$ cat src/rtl/dacif_pkg.sv
// Package: shared types and the channel-select decode for the dual DAC
// register front end. Assumes two channels, A at index 0 and B at index 1.
package dacif_pkg;

    localparam int NUM_CH = 2;

    // Channel-select codes; the encoding is fixed by the host protocol.
    typedef enum logic [1:0] {
        SEL_CH_A  = 2'b00,
        SEL_NONE  = 2'b01,
        SEL_BOTH  = 2'b10,
        SEL_CH_B  = 2'b11
    } ch_sel_e;

    // Returns a per-channel write mask: bit 0 = channel A, bit 1 = channel B.
    function automatic logic [NUM_CH-1:0] sel_mask(input logic [1:0] code);
        logic [NUM_CH-1:0] m;
        case (ch_sel_e'(code))
            SEL_CH_A: m = 2'b01;
            SEL_CH_B: m = 2'b10;
            SEL_BOTH: m = 2'b11;
            default:  m = 2'b00;
        endcase
        return m;
    endfunction

endpackage

$ cat src/rtl/dacif_sync.sv
// Module: multi-stage synchronizer for a vector of asynchronous inputs.
// Assumes each bit is either a level or held long enough for STAGES clocks;
// on rst_n every stage is loaded with IDLE so no false edge follows reset.
module dacif_sync #(
    parameter int              W      = 1,
    parameter int              STAGES = 2,
    parameter logic [W-1:0]    IDLE   = '0
) (
    input  logic         clk,
    input  logic         rst_n,
    input  logic [W-1:0] d,
    output logic [W-1:0] q
);

    logic [W-1:0] stg [STAGES];

    // Shift the asynchronous vector through the stage chain.
    always_ff @(posedge clk) begin
        if (!rst_n) begin
            for (int i = 0; i < STAGES; i++) stg[i] <= IDLE;
        end else begin
            stg[0] <= d;
            for (int i = 1; i < STAGES; i++) stg[i] <= stg[i-1];
        end
    end

    assign q = stg[STAGES-1];

endmodule

$ cat src/rtl/dacif_por.sv
// Module: power-up hold. Keeps por_active high for HOLD clocks after rst_n
// is released. Assumes HOLD >= 1.
module dacif_por #(
    parameter int HOLD = 16
) (
    input  logic clk,
    input  logic rst_n,
    output logic por_active
);

    localparam int CNT_W = $clog2(HOLD + 1);
    localparam logic [CNT_W-1:0] LAST = CNT_W'(HOLD);

    logic [CNT_W-1:0] cnt;

    // Count clocks since reset release, saturating at HOLD.
    always_ff @(posedge clk) begin
        if (!rst_n)            cnt <= '0;
        else if (cnt != LAST)  cnt <= cnt + 1'b1;
    end

    assign por_active = (cnt != LAST);

endmodule

$ cat src/rtl/dacif_chan.sv
// Module: one channel's staging register and code register.
// Assumes clear, wr_en and load come from the synchronized domain; clear
// has priority, then a write to staging and a publish happen independently
// (a publish in the same cycle as a write takes the old staging value).
module dacif_chan #(
    parameter int DATA_W = 16
) (
    input  logic              clk,
    input  logic              rst_n,
    input  logic              clear,
    input  logic [DATA_W-1:0] clr_val,
    input  logic              wr_en,
    input  logic              load,
    input  logic [DATA_W-1:0] din,
    output logic [DATA_W-1:0] stage_code,
    output logic [DATA_W-1:0] out_code
);

    // Update staging and code registers; clear wins over any strobe.
    always_ff @(posedge clk) begin
        if (!rst_n || clear) begin
            stage_code <= clr_val;
            out_code   <= clr_val;
        end else begin
            if (wr_en) stage_code <= din;
            if (load)  out_code   <= stage_code;
        end
    end

    assert_clear_value_R1: assert property (@(posedge clk) disable iff (!rst_n)
        clear |=> (stage_code == $past(clr_val) && out_code == $past(clr_val)));

    assert_hold_without_load_R6: assert property (@(posedge clk) disable iff (!rst_n)
        (!clear && !load) |=> $stable(out_code));

endmodule

$ cat src/rtl/dual_dac_regs.sv
// Module: dual-channel double-buffered DAC code register front end.
// Synchronizes the write, publish and clear strobes together with the bus
// and select, detects write falling edges, decodes the channel select and
// holds all registers at the clear value during clear and power-up.
// Assumes clr_sel is static while the block runs.
module dual_dac_regs #(
    parameter int DATA_W      = 16,
    parameter int SYNC_STAGES = 2,
    parameter int POR_CYCLES  = 16
) (
    input  logic              clk,
    input  logic              rst_n,
    input  logic [DATA_W-1:0] dbus,
    input  logic [1:0]        ch_sel,
    input  logic              wr_n,
    input  logic              load,
    input  logic              clr_n,
    input  logic              clr_sel,
    output logic [DATA_W-1:0] code_a,
    output logic [DATA_W-1:0] code_b
);
    import dacif_pkg::*;

    localparam int               PAY_W  = DATA_W + 2;
    localparam logic [DATA_W-1:0] MID   = {1'b1, {(DATA_W-1){1'b0}}};
    localparam logic [2:0]       CTL_IDLE = 3'b101; // {clr_n, load, wr_n}

    logic [2:0]        ctl_s;
    logic [PAY_W-1:0]  pay_s;
    logic              wr_s, load_s, clr_s;
    logic [1:0]        sel_s;
    logic [DATA_W-1:0] data_s;
    logic              wr_prev, wr_fall, por_active, clear;
    logic [DATA_W-1:0] clr_val;
    logic [NUM_CH-1:0] wr_mask;
    logic [DATA_W-1:0] stage_codes [NUM_CH];
    logic [DATA_W-1:0] out_codes   [NUM_CH];

    dacif_sync #(.W(3), .STAGES(SYNC_STAGES), .IDLE(CTL_IDLE)) i_ctl_sync (
        .clk(clk), .rst_n(rst_n), .d({clr_n, load, wr_n}), .q(ctl_s));

    dacif_sync #(.W(PAY_W), .STAGES(SYNC_STAGES), .IDLE('0)) i_pay_sync (
        .clk(clk), .rst_n(rst_n), .d({ch_sel, dbus}), .q(pay_s));

    dacif_por #(.HOLD(POR_CYCLES)) i_por (
        .clk(clk), .rst_n(rst_n), .por_active(por_active));

    assign {clr_s, load_s, wr_s} = ctl_s;
    assign {sel_s, data_s}       = pay_s;

    // Remember the previous synchronized write level for edge detection.
    always_ff @(posedge clk) begin
        if (!rst_n) wr_prev <= 1'b1;
        else        wr_prev <= wr_s;
    end

    // Combine clear sources, pick the clear value and decode the write.
    always_comb begin
        wr_fall = wr_prev & ~wr_s;
        clear   = por_active | ~clr_s;
        clr_val = clr_sel ? MID : '0;
        wr_mask = sel_mask(sel_s) & {NUM_CH{wr_fall}};
    end

    for (genvar c = 0; c < NUM_CH; c++) begin : g_chan
        dacif_chan #(.DATA_W(DATA_W)) i_chan (
            .clk(clk), .rst_n(rst_n), .clear(clear), .clr_val(clr_val),
            .wr_en(wr_mask[c]), .load(load_s), .din(data_s),
            .stage_code(stage_codes[c]), .out_code(out_codes[c]));
    end

    assign code_a = out_codes[0];
    assign code_b = out_codes[1];

    assert_single_capture_R5: assert property (@(posedge clk) disable iff (!rst_n)
        wr_fall |=> !wr_fall);

    assert_no_channel_code_R4: assert property (@(posedge clk) disable iff (!rst_n)
        (wr_fall && sel_s == 2'b01 && !clear) |=>
            ($stable(stage_codes[0]) && $stable(stage_codes[1])));

    assert_joint_publish_R7: assert property (@(posedge clk) disable iff (!rst_n)
        (load_s && !clear) |=>
            (out_codes[0] == $past(stage_codes[0]) && out_codes[1] == $past(stage_codes[1])));

    assert_powerup_hold_R3: assert property (@(posedge clk) disable iff (!rst_n)
        por_active |=> (code_a == $past(clr_val) && code_b == $past(clr_val)));

endmodule

$ cat config.mk
export PLATFORM = sky130hd
export DESIGN_NAME = dual_dac_regs
export DESIGN_NICKNAME = d
export VERILOG_FILES = /design/src/rtl/dacif_pkg.sv /design/src/rtl/dacif_sync.sv /design/src/rtl/dacif_por.sv /design/src/rtl/dacif_chan.sv /design/src/rtl/dual_dac_regs.sv
export SDC_FILE = /design/constraint.sdc
export NUM_CORES = 1
export LEC_CHECK = 0
export BUFFER_PORTS_ARGS = -buffer_cell sky130_fd_sc_hd__buf_2
export CORE_AREA = 2 2 92 94
export DETAILED_ROUTE_END_ITERATION = 7
export DIE_AREA = 0 0 94 96
export PLACE_DENSITY = 0.8
export SLEW_MARGIN = 20
export SYNTH_ARGS = -nofsm -noshare
export SYNTH_HDL_FRONTEND = slang
export SYNTH_HIERARCHICAL = 1
export SYNTH_SLANG_ARGS = --single-unit
$ cat constraint.sdc
create_clock -name clk -period 6.42 [get_ports clk]
set_input_delay 0.642 -clock clk [delete_from_list [all_inputs] [get_ports clk]]
set_output_delay 0.642 -clock clk [all_outputs]
set_load 0.03 [all_outputs]
==> metrics.md, run 1 <==
| Metric | Value |
|---|---|
| Min-delay worst type | reg2reg |
| Max Freq | 310 MHz |
| Die Y-Extent | 96 um |
| Post-route DRC violation count | 0 |
| Flop and latch count out of synthesis | 112 |
| Pin count of the biggest net entering global routing | 54 |
| Slowest stage cell on the critical path | sky130_fd_sc_hd__nor4bb_1 |
| Largest driver fanout on the critical path | 34 |
| Tot Pwr | 1.26 mW |
| Clock Root Buffer | sky130_fd_sc_hd__clkbuf_8 |
| Leak Pwr | 2.21 nW |
| Slew at the pin with the worst max-slew slack | 0.922 ns |
| Die Area | 9020 um^2 |
| Area of the multi-input gates | 1690 um^2 |
| Final Net Count | 404 |
| Resize count post-CTS | 0 |
| Vias in the first global route | 2054 |
| I/O pin count | 56 |
| Total number of vias | 2097 |
| Detail Placement HPWL | 4.34 mm |
| Area growth from synthesis to layout | 10.5% |
| Maximum clock path buffer count | 2 |
| Final worst path period share | 50.3% |
| Clk slew on worst S/H paths | 0.09 ns |
| Sw Share | 22.1% |
| Warnings, synthesis | 6 |
| Htree depth | 3 |
| Total count of hold-check failures in the final report | 0 |
| Wire length of the first global-routing pass | 9.52 mm |
| Count of buffers from port buffering | 55 |
| CTS tree | yes |
| Horizontal die dimension | 94 um |
| Sequential group share of total power | 63.7% |
| Core ar. | 8050 um^2 |
| Setup crit end kind | flip-flop |
| Result of the run | completed |
| 1st-iter DRT viols | 75 |
| Max-capacitance violation count | 0 |
| Setup-violating endpoint count in the final report | 0 |
| Maximum cell stage delay along the critical path | 0.79 ns |
| Num CTS Buffers | 9 |
| Reg-to-reg setup timing slack | 3.19 ns |
| P_sw | 0.279 mW |
| RSZ-0062 raised after global routing | false |
| Global Route Usage Sum | 14.4% |
| TritonCTS sink count | 112 |
| Last weighted congestion value of the routability-driven placer | 0.717 |
| Register cell area after layout | 2880 um^2 |
| Portion of total power attributed to combinational logic | 7.5% |
| Crit path buf inv count | 3 |
| Crit-path cells | inv_1, ha_1, nor4bb_1, inv_1, nand2b_1, nor2b_4, buf_4, nand2b_1 |
| Synthesized area per cell | 16.5 um^2 |
| Register area share after synthesis | 61.5% |
| Internal power contribution | 0.985 mW |
| Number of filler instances in the final layout | 626 |
| Final global-route overflow total | 0 |
| Worst-case headroom to the max-slew limit | 37.7% |
| Fin. max-slew vios | 0 |
| Layout cells sized above 1 | 45.4% |
| WP data arrival | 3.18 ns |
| Number of buffers added for setup after CTS | 0 |
| Required time reported for the critical path endpoint | 6.38 ns |
| Final period demand of the worst path | 3.23 ns |
| First-pass DRT Iterations | 4 |
| Power density relative to cell area | 244 nW/um^2 |
| Final-layout setup total negative slack | 0 ns |
| Combined area of all synthesized cells | 4690 um^2 |
| Clock group share of total power | 28.8% |
| Sum of routed wire length over all layers | 5.83 mm |
| Worst voltage drop across the vdd grid | 195 uV |
| Remaining antenna violation count after routing | 0 |
| Cells after Synth | 284 |
| Average via count per standard cell | 4.30 |
| Distinct cell type count after synthesis | 26 |
| Total of hold buffers inserted after clock tree synthesis | 0 |
| Critical path class | reg2reg |
| Initial standard-cell utilization of the core | 58.2% |
| Skew-Pair Late Insertion Delay | 0.36 ns |
| Antenna violations before repair | 0 |
| Average wire per cell in the routed design | 12.0 um |
| Floorplan row count | 33 |
| Worst setup SP type | flip-flop |
| Inserted Diodes | 0 |
| Top delay family on crit path | simple AND/OR/NAND/NOR gates |
| Worst clock skew | 0.00724 ns |
==> cell type report <==
type,instances,area share (%)
clock buffer,11,2.54
clock inverter,5,0.821
inverter,3,0.217
multi-input combinational,195,32.6
sequential,112,55.7
tap,105,2.54
timing repair buffer,57,5.60
==> routing by layer <==
metal | wire, um | part of all wire (%) | track usage (%) | vias up
met5 | 0 | 0 | 0 | -
met4 | 90 | 1.5 | 6.52 | 0
met3 | 258 | 4.4 | 3.76 | 8
met2 | 2860 | 49 | 23.7 | 46
met1 | 2620 | 45 | 17.9 | 950
li1 | - | - | - | 1093
==> cell families after synthesis <==
group                    Yosys count  share of synthesized area, %
AND/OR/NAND/NOR                   63                          9.83
XOR/XNOR                           1                         0.187
buffers and inverters             36                          7.13
flip-flops                       112                          61.5
AO/OA/AOI/OAI                      2                         0.213
other                              1                        0.0800
multiplexers                      67                          20.5
adder cells (fa/ha/maj)            2                         0.534
==> state kept, by name, indices dropped and copies added, names as in the netlist <==
signal / count
g_chan.i_chan/out_code: 32
i_pay_sync/stg: 36
wr_prev: 1
i_por/cnt: 5
i_ctl_sync/stg: 6
g_chan.i_chan/stage_code: 32
==> per-stage QoR <==
| step | util [%] | instances | hold slack [ns] | cell area [um^2] | setup slack (ns) |
|---|---|---|---|---|---|
| 6_report | 64.3 | 488 | 0.416 | 5180 | 3.19 |
| 5_1_grt | 64.3 | 488 | 0.447 | 5180 | 2.92 |
| 4_1_cts | 64.3 | 488 | 0.424 | 5180 | 3.15 |
| 3_5_place_dp | 62.2 | 472 | 0.401 | 5010 | 3.16 |
| 3_3_place_gp | 62.2 | 472 | 0.392 | 5010 | 3.32 |
| 2_1_floorplan | - | 343 | 0.386 | 4910 | 4.19 |
==> final timing paths <==
kind,startpoint,endpoint,cells past startpoint
worst max register to register,i_por/cnt[0]$_SDFFE_PN0P_,g_chan[0].i_chan/out_code[13]$_DFFE_PP_,8
worst min-delay path,i_ctl_sync/stg[0][0]$_SDFF_PN1_,i_ctl_sync/stg[0][3]$_SDFF_PN1_,1
worst max-delay path,i_por/cnt[0]$_SDFFE_PN0P_,g_chan[0].i_chan/out_code[13]$_DFFE_PP_,8
worst min register to register,i_ctl_sync/stg[0][0]$_SDFF_PN1_,i_ctl_sync/stg[0][3]$_SDFF_PN1_,1
==> cells in the mapped netlist (all sizes together) <==
cell type / instances / area share [%]
inv: 3 / 0.24
ha: 2 / 0.53
dfxtp: 48 / 21
conb: 1 / 0.080
nand2b: 12 / 1.6
and2: 38 / 6.0
buf: 30 / 6.6
nand2: 4 / 0.32
mux2: 64 / 20
o21ai: 1 / 0.11
clkbuf: 3 / 0.32
nor4: 1 / 0.27
a21oi: 1 / 0.11
nor4bb: 1 / 0.21
and3b: 1 / 0.19
and4: 1 / 0.19
nor3b: 2 / 0.32
nand3: 1 / 0.11
mux2i: 3 / 0.64
edfxtp: 64 / 41
nor2b: 2 / 0.59
xnor2: 1 / 0.19
==> cells in the final DEF, fill, tap and decap left out, types with 3 or more instances in the layout <==
| master | Yosys | layout |
|---|---|---|
| sky130_fd_sc_hd__edfxtp_1 | 64 | 64 |
| sky130_fd_sc_hd__conb_1 | 1 | 60 |
| sky130_fd_sc_hd__mux2_4 | 56 | 56 |
| sky130_fd_sc_hd__buf_2 | 0 | 55 |
| sky130_fd_sc_hd__dfxtp_1 | 48 | 48 |
| sky130_fd_sc_hd__and2_2 | 36 | 36 |
| sky130_fd_sc_hd__nand2b_1 | 12 | 12 |
| sky130_fd_sc_hd__clkbuf_8 | 0 | 9 |
| sky130_fd_sc_hd__mux2_2 | 8 | 8 |
| sky130_fd_sc_hd__nand2_1 | 4 | 4 |
| sky130_fd_sc_hd__clkinvlp_4 | 0 | 3 |
| sky130_fd_sc_hd__inv_1 | 3 | 3 |
| sky130_fd_sc_hd__mux2i_1 | 3 | 3 |
==> power groups by stage <==
stage	Sequential (mW)	Combinational (mW)	Clock [mW]
floorplan	0.840	0.0556	0
global route	0.809	0.105	0.404
detailed placement	0.822	0.0954	0
CTS	0.806	0.0955	0.378
finish	0.805	0.0950	0.364
global placement	0.821	0.0937	0
(Power assumes the default switching activity.)
==> inputs of run 2 (changes only) <==
--- a/config.mk
+++ b/config.mk
@@ -6,10 +6,10 @@
 export NUM_CORES = 1
 export LEC_CHECK = 0
 export BUFFER_PORTS_ARGS = -buffer_cell sky130_fd_sc_hd__buf_2
-export CORE_AREA = 2 2 92 94
+export CORE_AREA = 2 2 98 100
 export DETAILED_ROUTE_END_ITERATION = 7
-export DIE_AREA = 0 0 94 96
-export PLACE_DENSITY = 0.8
+export DIE_AREA = 0 0 100 102
+export PLACE_DENSITY = 0.75
 export SLEW_MARGIN = 20
 export SYNTH_ARGS = -nofsm -noshare
 export SYNTH_HDL_FRONTEND = slang
==> constraint.sdc (replaced) <==
create_clock -name clk -period 2.93 [get_ports clk]
set_input_delay 0.293 -clock clk [delete_from_list [all_inputs] [get_ports clk]]
set_output_delay 0.293 -clock clk [all_outputs]
set_load 0.03 [all_outputs]
==> run 2 against run 1 <==
  * Hold slack got worse by 0.30 ns
  * Via count rose by 0.43%
  * Sequential power rose by 120%
  * Critical endpoint is now g_chan[1].i_chan/out_code[15]$_DFFE_PP_
  * Non-clock buffer count rose by 5
  * Clock power rose by 140%
  * Highest routed layer unchanged
  * Register-to-register slack got worse by 2.7 ns
  * Final cell count rose by 2.3%
  * Largest cell class unchanged
==> metrics.md, run 2 (synthesis results as in run 1) <==
| Metric | Value |
|---|---|
| RSZ-0062 raised after global routing | false |
| Wire length of the first global-routing pass | 10.1 mm (+5.8%) |
| Max Freq | 409 MHz (+32%) |
| Sequential group share of total power | 61.8% (-1.9 points) |
| CTS tree | yes |
| Most frequent standard cell in the layout excluding fill and tap cells | sky130_fd_sc_hd__edfxtp_1 |
| Biggest registers after layout | i_pay_sync/stg (36), g_chan.i_chan/out_code (32), g_chan.i_chan/stage_code (32) |
| Slowest stage cell on the critical path | sky130_fd_sc_hd__mux2_2 |
| Skew-Pair Late Insertion Delay | 0.36 ns (about the same) |
| Placed instance area | 5050 um^2 (+0.90%) |
| 1st-iter DRT viols | 67 (-11%) |
| Maximum cell stage delay along the critical path | 0.37 ns (-0.42 ns) |
| Slew at the pin with the worst max-slew slack | 0.830 ns (-0.0922 ns) |
| Result of the run | completed |
| Portion of total power attributed to combinational logic | 7.3% (-0.2 points) |
| Last weighted congestion value of the routability-driven placer | 0.725 (+1.1%) |
| Layout cells sized above 1 | 46.4% (+0.96 points) |
| Clk slew on worst S/H paths | 0.10 ns (about the same) |
| Fin. max-slew vios | 0 (unchanged) |
| Die Area | 10200 um^2 (+13%) |
| Total count of hold-check failures in the final report | 0 (unchanged) |
| Setup crit end kind | flip-flop |
| Register cell area after layout | 2880 um^2 (unchanged) |
| First-pass DRT Iterations | 4 (unchanged) |
| Clock group share of total power | 31.0% (+2.2 points) |
| Critical path class | reg2reg |
| Worst clock skew | 0.0108 ns (+0.00353 ns) |
| Most frequent cells in the layout | sky130_fd_sc_hd__edfxtp_1 (64), sky130_fd_sc_hd__conb_1 (60), sky130_fd_sc_hd__mux2_4 (56) |
| Largest register by flop count | i_pay_sync/stg |
| Num CTS Buffers | 9 (unchanged) |
| I/O pin count | 56 (unchanged) |
| Top delay family on crit path | simple AND/OR/NAND/NOR gates |
| Global Route Usage Sum | 12.9% (-1.4 points) |
| TritonCTS sink count | 112 (unchanged) |
| Final instance area | 5250 um^2 (+1.3%) |
| Post-route DRC violation count | 0 (unchanged) |
| Die Y-Extent | 102 um (+6.3%) |
| Horizontal die dimension | 100 um (+6.4%) |
| Sum of routed wire length over all layers | 5.97 mm (+2.3%) |
| Setup-violating endpoint count in the final report | 0 (unchanged) |
| Worst voltage drop across the vdd grid | 283 uV (+45%) |
| Final global-route overflow total | 0 (unchanged) |
| Initial standard-cell utilization of the core | 51.4% (-6.8 points) |
| Average via count per standard cell | 4.22 (-1.8%) |
| Detail Placement HPWL | 4.15 mm (-4.4%) |
| Total of hold buffers inserted after clock tree synthesis | 0 (unchanged) |
| Final Net Count | 409 (+1.2%) |
| Final period demand of the worst path | 2.45 ns (-0.782 ns) |
| Crit-path cells | inv_1, ha_1, nor4bb_1, buf_4, inv_1, nand2b_1, nor2b_4, buf_4, mux2_2 |
| Min-delay worst type | in2reg |
| Core ar. | 9110 um^2 (+13%) |
| Inserted Diodes | 0 (unchanged) |
| Remaining antenna violation count after routing | 0 (unchanged) |
| Power density relative to cell area | 543 nW/um^2 (+120%) |
| Floorplan row count | 35 (+6.1%) |
| WP data arrival | 2.56 ns (-0.62 ns) |
| P_sw | 0.604 mW (+120%) |
| Average wire per cell in the routed design | 12.0 um (about the same) |
| Resize count post-CTS | 0 (unchanged) |
| Number of buffers added for setup after CTS | 0 (unchanged) |
| Internal power contribution | 2.25 mW (+130%) |
| Antenna violations before repair | 0 (unchanged) |
| Max-capacitance violation count | 0 (unchanged) |
| Pin count of the biggest net entering global routing | 52 (-3.7%) |
| Largest driver fanout on the critical path | 15 (-56%) |
| Count of buffers from port buffering | 55 (unchanged) |
| Crit path buf inv count | 4 (+1) |
| Vias in the first global route | 2123 (+3.4%) |
| Area growth from synthesis to layout | 12.0% |
| Required time reported for the critical path endpoint | 3.04 ns (-3.34 ns) |
| Maximum clock path buffer count | 2 (unchanged) |
| Worst setup SP type | flip-flop |
| Total number of vias | 2106 (+0.43%) |
| Sw Share | 21.2% (-0.89 points) |
| Htree depth | 3 (unchanged) |
| Number of filler instances in the final layout | 740 (+18%) |
| Area of the multi-input gates | 1690 um^2 (unchanged) |
| Worst-case headroom to the max-slew limit | 44.7% (+7.0 points) |
| Clock Root Buffer | sky130_fd_sc_hd__clkbuf_8 |
| Leak Pwr | 2.27 nW (+2.5%) |
| Final worst path period share | 83.5% (+33 points) |
| Final-layout setup total negative slack | 0 ns (unchanged) |
| Flip-flop count of the largest register, all copies and words added | 36 (unchanged) |
run 2: layer usage:
layer	GRT usage, %	wire length [um]	vias to the layer above
met2	21.9	2980	48
li1	-	-	1106
met3	2.67	256	7
met1	16.0	2630	945
met5	0	0	-
met4	6.32	97	0
run 2: power groups by stage:
stage          sequential, mW  combinational (mW)  clock (mW)
5_1_grt                  1.77               0.229       0.966
3_5_place_dp             1.80               0.209           0
3_3_place_gp             1.80               0.202           0
2_1_floorplan            1.84               0.122           0
6_report                 1.76               0.208       0.882
4_1_cts                  1.76               0.209       0.913
run 2: final timing paths:
check | start | cells past startpoint | slack (ns) | endpoint
hold / removal | clr_n | 2 | 0.11 | i_ctl_sync/stg[0][2]$_SDFF_PN1_
setup / recovery | i_por/cnt[0]$_SDFFE_PN0P_ | 9 | 0.48 | g_chan[1].i_chan/out_code[15]$_DFFE_PP_
setup reg to reg | i_por/cnt[0]$_SDFFE_PN0P_ | 9 | 0.48 | g_chan[1].i_chan/out_code[15]$_DFFE_PP_
hold reg to reg | i_ctl_sync/stg[0][2]$_SDFF_PN1_ | 1 | 0.41 | i_ctl_sync/stg[0][5]$_SDFF_PN1_
run 2: area by class of cell:
cell class	instances	share of cell area (%)
Sequential cell	112	54.9
Timing Repair Buffer	62	6.25
Clock buffer	11	2.91
Clock inverter	5	0.835
Tap cell	111	2.65
Multi-Input combinational cell	195	32.2
Inverter	3	0.215
run 2: per-stage QoR:
step | util, % | power (mW) | hold WS, ns | setup WS (ns) | std cells
floorplan | - | 1.96 | 0.366 | 0.695 | 343
finish | 57.6 | 2.85 | 0.113 | 0.484 | 499
detailed placement | 55.5 | 2.01 | 0.394 | 0.441 | 483
global route | 57.6 | 2.97 | 0.0925 | 0.268 | 499
CTS | 57.6 | 2.88 | 0.0956 | 0.422 | 499
global placement | 55.5 | 2.00 | 0.392 | 0.576 | 483
